<file path="config.mk">
export PLATFORM = sky130hd
export DESIGN_NAME = dma_irq_dispatch
export DESIGN_NICKNAME = d
export VERILOG_FILES = /design/src/rtl/dma_disp_pkg.sv /design/src/rtl/dma_disp_chan.sv /design/src/rtl/dma_disp_pick.sv /design/src/rtl/dma_irq_dispatch.sv
export SDC_FILE = /design/constraint.sdc
export NUM_CORES = 1
export LEC_CHECK = 0
export BUFFER_PORTS_ARGS = -buffer_cell sky130_fd_sc_hd__buf_2
export CAP_MARGIN = 40
export CORE_AREA = 3 3 154 156
export CTS_BUF_LIST = sky130_fd_sc_hd__clkbuf_16
export DETAILED_ROUTE_END_ITERATION = 8
export DIE_AREA = 0 0 157 159
export GPL_TIMING_DRIVEN = 0
export PLACE_DENSITY = 0.74
export SLEW_MARGIN = 20
export SYNTH_ARGS = -nofsm -noshare
export SYNTH_HDL_FRONTEND = slang
export SYNTH_HIERARCHICAL = 1
export SYNTH_SLANG_ARGS = --single-unit
</file>
<file path="constraint.sdc">
create_clock -name clk_i -period 3.1 [get_ports clk_i]
set_input_delay 0.31 -clock clk_i [delete_from_list [all_inputs] [get_ports clk_i]]
set_output_delay 0.31 -clock clk_i [all_outputs]
set_load 0.02 [all_outputs]
</file>
<file path="src/rtl/dma_disp_pkg.sv">
`timescale 1ns/1ps
package dma_disp_pkg;
  localparam int unsigned NUM_CH_DEF = 16;
  localparam int unsigned IRQ_W_DEF  = 8;

  typedef enum logic [2:0] {
    REG_EN  = 3'd0,
    REG_END = 3'd1,
    REG_STP = 3'd2,
    REG_SEN = 3'd3,
    REG_SEL = 3'd4
  } cfg_reg_e;
endpackage

</file>
<file path="src/rtl/dma_disp_chan.sv">
`timescale 1ns/1ps
module dma_disp_chan #(
  parameter int unsigned IRQ_W = 8
) (
  input  logic             clk_i,
  input  logic             rst_ni,
  input  logic             sel_we_i,
  input  logic [IRQ_W-1:0] sel_wdata_i,
  input  logic             en_we_i,
  input  logic             en_wbit_i,
  input  logic             sen_we_i,
  input  logic             sen_wbit_i,
  input  logic             end_we_i,
  input  logic             end_wbit_i,
  input  logic             stp_we_i,
  input  logic             stp_wbit_i,
  input  logic             irq_valid_i,
  input  logic [IRQ_W-1:0] irq_num_i,
  input  logic             stop_req_i,
  input  logic [IRQ_W-1:0] stop_src_i,
  input  logic             done_i,
  output logic             elig_o,
  output logic             en_o,
  output logic             end_o,
  output logic             stp_o
);
  logic [IRQ_W-1:0] sel_q;
  logic             en_q, sen_q, end_q, stp_q;
  logic             armed, stop_hit, end_set;

  assign armed    = en_q && !end_q;
  assign elig_o   = irq_valid_i && (irq_num_i == sel_q) && armed;
  assign stop_hit = stop_req_i && (stop_src_i == sel_q) && armed && sen_q;
  assign end_set  = done_i || stop_hit;

  always_ff @(posedge clk_i or negedge rst_ni) begin
    if (!rst_ni) begin
      sel_q <= '0;
      en_q  <= 1'b0;
      sen_q <= 1'b0;
      end_q <= 1'b0;
      stp_q <= 1'b0;
    end else begin
      if (sel_we_i) sel_q <= sel_wdata_i;
      if (en_we_i)  en_q  <= en_wbit_i;
      if (sen_we_i) sen_q <= sen_wbit_i;
      // hardware set wins over software clear
      if (end_set)                      end_q <= 1'b1;
      else if (end_we_i && !end_wbit_i) end_q <= 1'b0;
      if (stop_hit)                     stp_q <= 1'b1;
      else if (stp_we_i && !stp_wbit_i) stp_q <= 1'b0;
    end
  end

  assign en_o  = en_q;
  assign end_o = end_q;
  assign stp_o = stp_q;
endmodule

</file>
<file path="src/rtl/dma_disp_pick.sv">
`timescale 1ns/1ps
module dma_disp_pick #(
  parameter int unsigned N   = 16,
  localparam int unsigned IW = (N > 1) ? $clog2(N) : 1
) (
  input  logic [N-1:0]  req_i,
  output logic          any_o,
  output logic [IW-1:0] idx_o
);
  always_comb begin
    idx_o = '0;
    for (int i = int'(N) - 1; i >= 0; i--) begin
      if (req_i[i]) idx_o = IW'(i);
    end
  end
  assign any_o = |req_i;
endmodule

</file>
<file path="src/rtl/dma_irq_dispatch.sv">
`timescale 1ns/1ps
module dma_irq_dispatch
  import dma_disp_pkg::*;
#(
  parameter int unsigned NUM_CH = NUM_CH_DEF,
  parameter int unsigned IRQ_W  = IRQ_W_DEF,
  localparam int unsigned CH_W  = (NUM_CH > 1) ? $clog2(NUM_CH) : 1
) (
  input  logic              clk_i,
  input  logic              rst_ni,
  input  logic              cfg_we_i,
  input  logic [2:0]        cfg_reg_i,
  input  logic [CH_W-1:0]   cfg_ch_i,
  input  logic [NUM_CH-1:0] cfg_wdata_i,
  input  logic              irq_valid_i,
  input  logic [IRQ_W-1:0]  irq_num_i,
  input  logic              stop_req_i,
  input  logic [IRQ_W-1:0]  stop_src_i,
  input  logic [NUM_CH-1:0] done_i,
  output logic              start_o,
  output logic [CH_W-1:0]   start_ch_o,
  output logic              cpu_irq_o,
  output logic [IRQ_W-1:0]  cpu_irq_num_o,
  output logic [NUM_CH-1:0] end_flags_o,
  output logic [NUM_CH-1:0] enable_o,
  output logic [NUM_CH-1:0] stop_flags_o
);
  cfg_reg_e          reg_sel;
  logic              en_we, sen_we, end_we, stp_we, sel_wr;
  logic [NUM_CH-1:0] elig;
  logic              any_elig;
  logic [CH_W-1:0]   win_ch;

  assign reg_sel = cfg_reg_e'(cfg_reg_i);
  assign en_we   = cfg_we_i && (reg_sel == REG_EN);
  assign end_we  = cfg_we_i && (reg_sel == REG_END);
  assign stp_we  = cfg_we_i && (reg_sel == REG_STP);
  assign sen_we  = cfg_we_i && (reg_sel == REG_SEN);
  assign sel_wr  = cfg_we_i && (reg_sel == REG_SEL);

  for (genvar n = 0; n < NUM_CH; n++) begin : g_ch
    dma_disp_chan #(.IRQ_W(IRQ_W)) u_chan (
      .clk_i       (clk_i),
      .rst_ni      (rst_ni),
      .sel_we_i    (sel_wr && (cfg_ch_i == CH_W'(n))),
      .sel_wdata_i (cfg_wdata_i[IRQ_W-1:0]),
      .en_we_i     (en_we),
      .en_wbit_i   (cfg_wdata_i[n]),
      .sen_we_i    (sen_we),
      .sen_wbit_i  (cfg_wdata_i[n]),
      .end_we_i    (end_we),
      .end_wbit_i  (cfg_wdata_i[n]),
      .stp_we_i    (stp_we),
      .stp_wbit_i  (cfg_wdata_i[n]),
      .irq_valid_i (irq_valid_i),
      .irq_num_i   (irq_num_i),
      .stop_req_i  (stop_req_i),
      .stop_src_i  (stop_src_i),
      .done_i      (done_i[n]),
      .elig_o      (elig[n]),
      .en_o        (enable_o[n]),
      .end_o       (end_flags_o[n]),
      .stp_o       (stop_flags_o[n])
    );
  end

  dma_disp_pick #(.N(NUM_CH)) u_pick (
    .req_i (elig),
    .any_o (any_elig),
    .idx_o (win_ch)
  );

  always_ff @(posedge clk_i or negedge rst_ni) begin
    if (!rst_ni) begin
      start_o       <= 1'b0;
      start_ch_o    <= '0;
      cpu_irq_o     <= 1'b0;
      cpu_irq_num_o <= '0;
    end else begin
      start_o   <= any_elig;
      cpu_irq_o <= irq_valid_i && !any_elig;
      if (any_elig) start_ch_o <= win_ch;
      if (irq_valid_i && !any_elig) cpu_irq_num_o <= irq_num_i;
    end
  end
endmodule

</file>
# Word level (Yosys, flattened, before mapping)
# Cells that the tools add are included.
[op_classes]
eq_ne = 51
muxes = 80
reduce_logical = 234
[ops]
columns = ["cell", "n"]
rows = [
  ["$eq 8x8->1", 32],
  ["$logic_and 1x1->1", 150],
  ["$mux 1", 64],
  ["$mux 4", 16],
  ["$reduce_bool 2->1", 32],
  ["$logic_not 1->1", 33],
  ["$eq 4x4->1 const B", 8],
  ["$eq 4x3->1 const B", 4],
  ["$logic_or 1x1->1", 16],
  ["$reduce_or 16->1", 1],
  ["$eq 4x2->1 const B", 2],
  ["$eq 3x2->1 const B", 2],
  ["$eq 4x1->1 const B", 1],
  ["$logic_not 4->1", 1],
  ["$eq 3x1->1 const B", 1],
  ["$eq 3x3->1 const B", 1],
  ["$logic_not 3->1", 1],
]
[word_totals]
regBits = 206
in_bits = 60
output_inout_bits = 62
word_cells = 449

# Logic depth before layout (Yosys ltp)
# Gate-level depths: netlist (run 1).
[depth]
word_depth = 19
ltp_mapped = 9
mapped_depth_nobuf = 8

# By module
# The synthesis (run 1) kept the hierarchy.
[by_module_without_submodules]
columns = ["module", "n_inst", "cells_each", "area_per_inst_um2", "seq_area_each_um2"]
rows = [
  ["dma_disp_chan", 16, 53, 643.1, 300.3],
  ["dma_irq_dispatch", 1, 58, 691.9, 350.3],
  ["dma_disp_pick", 1, 34, 176.4, 0.0],
]

# Worst setup path before layout (run 1)
# Ideal clock, no wire load.
[synth_path]
kind = "in2reg"
start = "in cfg_reg_i[1]"
end = "reg g_ch[0].u_chan.en_q"
setup_ps = 125
t_arrival_ps = 2522
required_ps = 2975
setup_slack_ps = 453
cell_stages = 2
path_buffers = 0
cell_sequence = "nor4b_1 mux2_2"
[synth_between]
elab_chain_len = 2
[synth_lines]
columns = ["element", "line_no", "text"]
rows = [
  ["start, declared", "dma_irq_dispatch.sv:12", "input logic [2:0] cfg_reg_i,"],
  ["$logic_not 3->1", "dma_irq_dispatch.sv:35", "assign en_we = cfg_we_i && (reg_sel == REG_EN);"],
  ["$logic_and 1x1->1", "dma_irq_dispatch.sv:35", ""],
  ["end signal, assigned", "dma_disp_chan.sv:45", "if (en_we_i) en_q <= en_wbit_i;"],
  ["end, declared", "dma_disp_chan.sv:28", "logic en_q, sen_q, end_q, stp_q;"],
]
# Every way passes these cells.
# A chain may end at the register's enable or synchronous reset.

# Worst setup path after layout (run 1)
[layout_path]
start = "reg g_ch[4].u_chan.sel_q[0]"
end = "reg cpu_irq_num_o[7]"
[layout_between]
elab_chain_len = 6
[layout_lines]
columns = ["element", "line_no", "text"]
rows = [
  ["start, declared", "dma_disp_chan.sv:27", "logic [IRQ_W-1:0] sel_q;"],
  ["start signal, assigned", "dma_disp_chan.sv:44", "if (sel_we_i) sel_q <= sel_wdata_i;"],
  ["$eq 8x8->1", "dma_disp_chan.sv:32", "assign elig_o = irq_valid_i && (irq_num_i == sel_q) && armed;"],
  ["$logic_and 1x1->1 (2 in series)", "dma_disp_chan.sv:32", ""],
  ["via elig[4]", "dma_irq_dispatch.sv:30", "logic [NUM_CH-1:0] elig;"],
  ["$reduce_or 16->1", "dma_disp_pick.sv:16", "assign any_o = |req_i;"],
  ["via any_elig", "dma_irq_dispatch.sv:31", "logic any_elig;"],
  ["$logic_not 1->1", "dma_irq_dispatch.sv:83", "if (irq_valid_i && !any_elig) cpu_irq_num_o <= irq_num_i;"],
  ["$logic_and 1x1->1", "dma_irq_dispatch.sv:83", ""],
  ["end signal, assigned", "dma_irq_dispatch.sv:83", ""],
  ["end, declared", "dma_irq_dispatch.sv:23", "output logic [IRQ_W-1:0] cpu_irq_num_o,"],
]
# The timed path passes the listed nets, and every way through them passes these cells.

==> results.sh, run 1 <==
export IMPL_post_cts_resized=0
export IMPL_avgViaCountPerCell=5.733
export IMPL_relSlewSlack_pct=50.39
export IMPL_crit_path_max_fanout=9
export IMPL_vias=8107
export IMPL_intPower_w=0.005049
export IMPL_syn_nets=1000
export IMPL_p_leak_nw=5.409
export IMPL_hold_depth=3
export IMPL_crit_required_ns=3.50
export IMPL_syn_area_um2=11160
export IMPL_reg2reg_to="cpu_irq_num_o[7]$_DFFE_PN0P_"
export IMPL_clkPwrFrac_pct=38.0
export IMPL_cts_tree="done"
export IMPL_worstRegToRegCells=9
export IMPL_dr_first_iter_drc_count=455
export IMPL_critical_path_arrival_ns=2.99
export IMPL_synthTopCellsByArea="dfrtp_1 (46%), xnor2_1 (20%), mux2_2 (17%)"
export IMPL_start_kind="flip-flop"
export IMPL_antenna_cells=0
export IMPL_whs_ns=0.01842
export IMPL_wl_um=31800
export IMPL_grt_pass1_wl_um=48660
export IMPL_layout_drive_gt1_share_pct=31.71
export IMPL_wire_per_inst_um=22.49
export IMPL_postRouteAntennaNets=0
export IMPL_cts_root_buf="clkbuf_16"
export IMPL_drcViolationCount=0
export IMPL_r2r_setup_slack_ns=0.51
export IMPL_min_path_type="input pin to flip-flop"
export IMPL_start_util_pct=49.59
export IMPL_max_cap_violations=0
export IMPL_overflow=0
export IMPL_power_frac_seq_pct=45.1
export IMPL_dieArea_um2=24960
export IMPL_die_w_um=157
export IMPL_cts_made_buffers=24
export IMPL_firstDrtPassIters=5
export IMPL_period_needed_ns=2.594
export IMPL_clk_latency_ns=0.52
export IMPL_endpoint_kind="flip-flop"
export IMPL_fin_area_um2=13150
export IMPL_ys_seq_area_share_pct=46.20
export IMPL_n_fill_cell=1881
export IMPL_setup_viol=0
export IMPL_p_sw_share_pct=28.13
export IMPL_dpl_cell_area_um2=12260
export IMPL_synth_warnings=6
export IMPL_cts_htree_levels=1
export IMPL_clock_skew_ns=0.008144
export IMPL_cts_max_path_buffers=3
export IMPL_critPathLaunch="g_ch[4].u_chan/sel_q[0]$_DFFE_PN0P_"
export IMPL_track_usage_pct=25.32
export IMPL_yosysTopAreaCell="dfrtp_1"
export IMPL_grt_setup_unrepaired="false"
export IMPL_period_share_pct=83.69
export IMPL_p_per_area_nw_per_um2=534.2
export IMPL_port_buffers=121
export IMPL_synth_top_cell_area_share_pct=46.20
export IMPL_endpoint="cpu_irq_num_o[7]$_DFFE_PN0P_"
export IMPL_worstMarginPinSlew_ns=0.7442
export IMPL_fmax_mhz=385.5
export IMPL_rr_startpoint="g_ch[4].u_chan/sel_q[0]$_DFFE_PN0P_"
export IMPL_rows=55
export IMPL_comb_power_share_pct=16.9
export IMPL_crit_type="flip-flop to flip-flop"
export IMPL_switchingPower_w=0.001976
export IMPL_yosys_register_bits=206
export IMPL_status="finished, final reports clean"
export IMPL_finalMaxSlewViolations=0
export IMPL_die_h_um=159
export IMPL_synth_cells=940
export IMPL_core_um2=22500
export IMPL_total_power_w=0.007025
export IMPL_nNetsFinal=1171
export IMPL_dp_hpwl_um=19980
export IMPL_antenna_found_initial=0
export IMPL_grt_pass1_vias=8470
export IMPL_num_io_pins=122
export IMPL_ys_types=31
export IMPL_clk_pin_slew_ns=0.06
export IMPL_layout_area_overhead_vs_synth_pct=17.85
export IMPL_grt_max_degree=98
export IMPL_postSynthAreaPerCell_um2=11.87
export IMPL_hold_viol=0
export IMPL_numClockSinks=206
export IMPL_place_gp_congestion=0.8733
export IMPL_max_vdd_ir_drop_uv=300.5
-- sequential cells by signal, indices dropped and copies added (netlist names) --
name               flops
g_ch.u_chan/end_o     16
start_ch_o             4
g_ch.u_chan/sen_q     16
g_ch.u_chan/en_o      16
cpu_irq_num_o          8
g_ch.u_chan/sel_q    128
cpu_irq_o              1
g_ch.u_chan/stp_o     16
start_o                1
-- worst min-delay path by stage --
stage                                             from                           endpoint  slack [ns]
final                                       done_i[11]  g_ch[11].u_chan/end_o$_DFFE_PN0P_        0.02
after global routing                        done_i[11]  g_ch[11].u_chan/end_o$_DFFE_PN0P_        0.02
after CTS                                   done_i[11]  g_ch[11].u_chan/end_o$_DFFE_PN0P_       0.003
after detailed placement                        rst_ni    g_ch[9].u_chan/en_o$_DFFE_PN0P_        0.18
after global placement    cpu_irq_num_o[0]$_DFFE_PN0P_       cpu_irq_num_o[0]$_DFFE_PN0P_        0.48
after floorplan                                 rst_ni       cpu_irq_num_o[0]$_DFFE_PN0P_        0.01
-- layout make-up --
class	instances	area, µm²	share of cell area, %
multi-input combinational	696	5852	44.50
sequential	206	5155	39.20
timing repair buffer	145	879.6	6.689
clock buffer	25	625.6	4.757
tap	285	356.6	2.712
clock inverter	19	108.9	0.8278
buffer	19	101.3	0.7707
inverter	19	71.32	0.5423
-- power groups by stage --
stage,Clock [W],Combinational (W),Sequential (W)
after floorplan,0,0.000663,0.00324
after global placement,0,0.00113,0.00320
after detailed placement,0,0.00117,0.00321
after CTS,0.00273,0.00119,0.00317
after global routing,0.00282,0.00129,0.00320
final,0.00267,0.00119,0.00317
-- what timing repair did --
action                                 in CTS  in global routing
setup buffers                               0                  0
hold buffers                               16                  0
endpoints found under the hold margin      42                  0
-- cells in the mapped netlist --
| cell | number |
|---|---|
| xnor2_1 | 256 |
| dfrtp_1 | 206 |
| o21ai_0 | 18 |
| nor2b_1 | 1 |
| nor4_2 | 1 |
| nand4b_1 | 16 |
| buf_2 | 18 |
| or3_1 | 1 |
| nand3_1 | 34 |
| nor3_1 | 26 |
| inv_1 | 19 |
| mux2_2 | 172 |
| and4bb_2 | 1 |
| nand2_1 | 23 |
| nor4b_1 | 1 |
| or4_1 | 1 |
| nor2_2 | 1 |
| and4b_1 | 17 |
| nor4bb_1 | 1 |
| a21oi_1 | 19 |
| o31ai_1 | 33 |
| nor4_1 | 7 |
| o311a_1 | 1 |
| and3_1 | 1 |
| buf_6 | 1 |
| a31oi_1 | 2 |
| nand4bb_1 | 1 |
| nor2_1 | 8 |
| o22ai_1 | 1 |
| nand4_1 | 32 |
| nand2b_1 | 21 |
-- through the flow --
stage	TNS, ns	cells	utilization [%]	setup WS, ns
2_1_floorplan	0	940	-	0.4530
3_3_place_gp	-422.85	1346	53.86	-1.839
3_5_place_dp	0	1354	54.46	0.01169
4_1_cts	0	1414	58.44	0.4811
5_1_grt	0	1414	58.44	0.2839
6_report	0	1414	58.44	0.5057
-- metal layers --
metal	GRT usage [%]	wire, µm
met1	34.51	13880
met2	42.35	15370
met3	3.615	1796
met4	6.924	758
met5	0	0
-- cell families (layout without fill, tap and decap cells) --
group	count (synthesis)	after routing	share of synthesized area, %
AO/OA/AOI/OAI	74	74	4.138
XOR/XNOR	256	256	20.09
buffers and inverters	38	227	1.547
flip-flops	206	206	46.20
multiplexers	172	172	17.36
AND/OR/NAND/NOR	194	194	10.66
-- placed cells by master, fill, tap and decap left out, drive strengths merged --
cell type and instances:
a21oi 19, o31ai 33, o311a 1, nor2 9, or3 1, clkinvlp 1
inv 22, nor2b 1, a31oi 2, nand4bb 1, clkinv 14, nand4 32
nor4bb 1, and3 1, or4 1, buf 148, o21ai 18, o22ai 1
nand2 23, nor4 8, dfrtp 206, dlygate4sd3 16, and4bb 1, nor4b 1
nand3 34, bufinv 1, clkbuf 25, nand4b 16, nor3 26, nand2b 21
xnor2 256, and4b 17, mux2 172
-- critical path: stages, from the launching register on --
cell,delay [ns]
dfrtp_1,0.41
xnor2_1,0.13
nand4b_1,0.13
nor3_1,0.12
nor4_2,0.31
nand3_1,0.12
or3_1,0.48
nor2b_1,0.15
buf_2,0.25
mux2_2,0.36
Note: power is estimated with default switching activity, not from simulation.
==> run 2, diff against run 1 <==
Clock period 3.1 ns to 2.4 ns, I/O delays scaled along.
==> results.sh, run 2 (synthesis results as in run 1) <==
export IMPL_status="finished with violations"
export IMPL_failed_checks="negative setup slack"
export IMPL_worstMarginPinSlew_ns=0.7554
export IMPL_start_kind="flip-flop"
export IMPL_whs_ns=0.01708
export IMPL_slowest_delay_ns=0.41
export IMPL_relSlewSlack_pct=49.64
export IMPL_top_layer_used="met4"
export IMPL_p_leak_nw=5.494
export IMPL_dieArea_um2=24960
export IMPL_firstDrtPassIters=7
export IMPL_period_needed_ns=2.445
export IMPL_crit_type="flip-flop to flip-flop"
export IMPL_cts_root_buf="clkbuf_16"
export IMPL_wl_um=32370
export IMPL_dr_first_iter_drc_count=699
export IMPL_crit_path_max_fanout=5
export IMPL_wl_met1_um=13360
export IMPL_drcViolationCount=0
export IMPL_nNetsFinal=1190
export IMPL_top_register="g_ch.u_chan/sel_q"
export IMPL_start_util_pct=49.59
export IMPL_critPathSlowestCell="dfrtp_1"
export IMPL_wl_met2_um=15780
export IMPL_numClockSinks=206
export IMPL_endpoint_kind="flip-flop"
export IMPL_min_path_type="input pin to flip-flop"
export IMPL_total_power_w=0.008772
export IMPL_cts_made_buffers=23
export IMPL_grt_pass1_wl_um=48980
export IMPL_layout_drive_gt1_share_pct=32.93
export IMPL_grt_pass1_vias=8474
export IMPL_grt_setup_unrepaired="true"
export IMPL_die_w_um=157
export IMPL_crit_required_ns=2.79
export IMPL_avgViaCountPerCell=5.797
export IMPL_p_per_area_nw_per_um2=659.1
export IMPL_critical_path_arrival_ns=2.83
export IMPL_rows=55
export IMPL_clk_pin_slew_ns=0.06
export IMPL_n_fill_cell=1815
export IMPL_dp_hpwl_um=19760
export IMPL_grt_max_degree=100
export IMPL_wire_per_inst_um=22.63
export IMPL_r2r_setup_slack_ns=-0.05
export IMPL_max_cap_violations=0
export IMPL_clock_skew_ns=0.01414
export IMPL_period_share_pct=101.9
export IMPL_met3WireLength_um=2220
export IMPL_cts_tree="done"
export IMPL_num_io_pins=122
export IMPL_largest_reg_flops=128
export IMPL_cts_htree_levels=1
export IMPL_core_um2=22500
export IMPL_place_gp_congestion=0.8642
export IMPL_path_cells="xnor2_1 -> nand4_1 -> nor3_2 -> nor4_2 -> nand3_1 -> or3_4 -> nor2b_4 -> buf_6 -> mux2_2"
export IMPL_max_vdd_ir_drop_uv=348.8
export IMPL_layout_area_overhead_vs_synth_pct=19.28
export IMPL_cts_max_path_buffers=3
export IMPL_fin_ws_ns=-0.04540
export IMPL_final_common_cell="xnor2_1"
export IMPL_die_h_um=159
export IMPL_clk_latency_ns=0.50
export IMPL_hold_viol=0
export IMPL_layout_common_cells="xnor2_1 (256), dfrtp_1 (206), mux2_2 (172), buf_2 (137), nand3_1 (34)"
export IMPL_antenna_cells=0
export IMPL_fmax_mhz=408.9
export IMPL_setup_viol=8
export IMPL_port_buffers=121
export IMPL_postRouteAntennaNets=0
export IMPL_track_usage_pct=25.39
export IMPL_overflow=0
export IMPL_vias=8290
export IMPL_antenna_found_initial=0
export IMPL_finalMaxSlewViolations=0
## run 2: cell count changes in the layout (fill, tap and decap cells not counted), moves of 2 or more
| cell | before | now |
|---|---|---|
| nor3_2 | 0 | 6 |
| buf_2 | 141 | 137 |
| dlygate4sd3_1 | 16 | 22 |
| nor3_1 | 26 | 19 |
| buf_6 | 2 | 5 |
| buf_4 | 1 | 17 |
| clkinv_2 | 6 | 4 |
| clkbuf_16 | 25 | 23 |
## run 2: final timing paths
check | from | endpoint | depth (start not counted)
min in group asynchronous | rst_ni | g_ch[13].u_chan/en_o$_DFFE_PN0P_ | 2
max in group asynchronous | rst_ni | g_ch[6].u_chan/en_o$_DFFE_PN0P_ | 3
worst max-delay path | g_ch[5].u_chan/sel_q[7]$_DFFE_PN0P_ | cpu_irq_num_o[1]$_DFFE_PN0P_ | 9
worst max register to register | g_ch[5].u_chan/sel_q[7]$_DFFE_PN0P_ | cpu_irq_num_o[1]$_DFFE_PN0P_ | 9
worst min register to register | start_ch_o[1]$_DFFE_PN0P_ | start_ch_o[1]$_DFFE_PN0P_ | 1
worst min-delay path | cfg_wdata_i[9] | g_ch[9].u_chan/en_o$_DFFE_PN0P_ | 2
## run 2: worst max-delay path, delay by kind of cell, from the launching register on
| kind | cells | cell delay (ns) |
|---|---|---|
| multiplexers | 1 | 0.34 |
| XOR/XNOR | 1 | 0.14 |
| buffers and inverters | 1 | 0.15 |
| flip-flops | 1 | 0.41 |
| AND/OR/NAND/NOR | 6 | 1.29 |
## run 2: final cells by class
| class | instances | area, µm² | area share [%] |
|---|---|---|---|
| Clock inverter | 17 | 68.82 | 0.5171 |
| Multi-Input combinational cell | 696 | 5922 | 44.50 |
| Buffer | 19 | 107.6 | 0.8085 |
| Clock buffer | 23 | 575.6 | 4.325 |
| Sequential cell | 206 | 5155 | 38.73 |
| Inverter | 19 | 71.32 | 0.5359 |
| Timing Repair Buffer | 165 | 1052 | 7.906 |
| Tap cell | 285 | 356.6 | 2.679 |
## run 2: metrics by stage
step                cell area [µm²]  setup WS, ns  setup TNS (ns)  util, %  cells
finish                        13310      -0.04540         -0.2148    59.14   1430
global route                  13310       -0.1370          -1.114    59.14   1430
CTS                           13250     -0.003062        -0.01011    58.89   1428
detailed placement            12250       -0.6602          -7.133    54.46   1352
global placement              12130        -2.485         -556.73    53.89   1346
floorplan                     11160        0.1799               0        -    940
## run 2: per-layer routing
metal / GRT usage (%) / vias to the layer above
met5: 0 / -
li1: - / 3734
met1: 34.38 / 4147
met3: 3.751 / 79
met4: 8.197 / 0
met2: 41.98 / 330
## run 2: power breakdown
group          total, W  switching [W]  internal, W  leakage (nW)
Sequential      0.00409       0.000299      0.00379          2.67
Clock           0.00310        0.00138      0.00172         0.334
Combinational   0.00158       0.000806     0.000773          2.49
## run 2: what timing repair did
action                                 CTS  global route
endpoints found under the hold margin   73             0
setup endpoints to repair                8            12
hold buffers                            22             0
pin swaps                                5             4
resized for setup                        9             8
cloned                                   1             0
setup buffers                           13             2
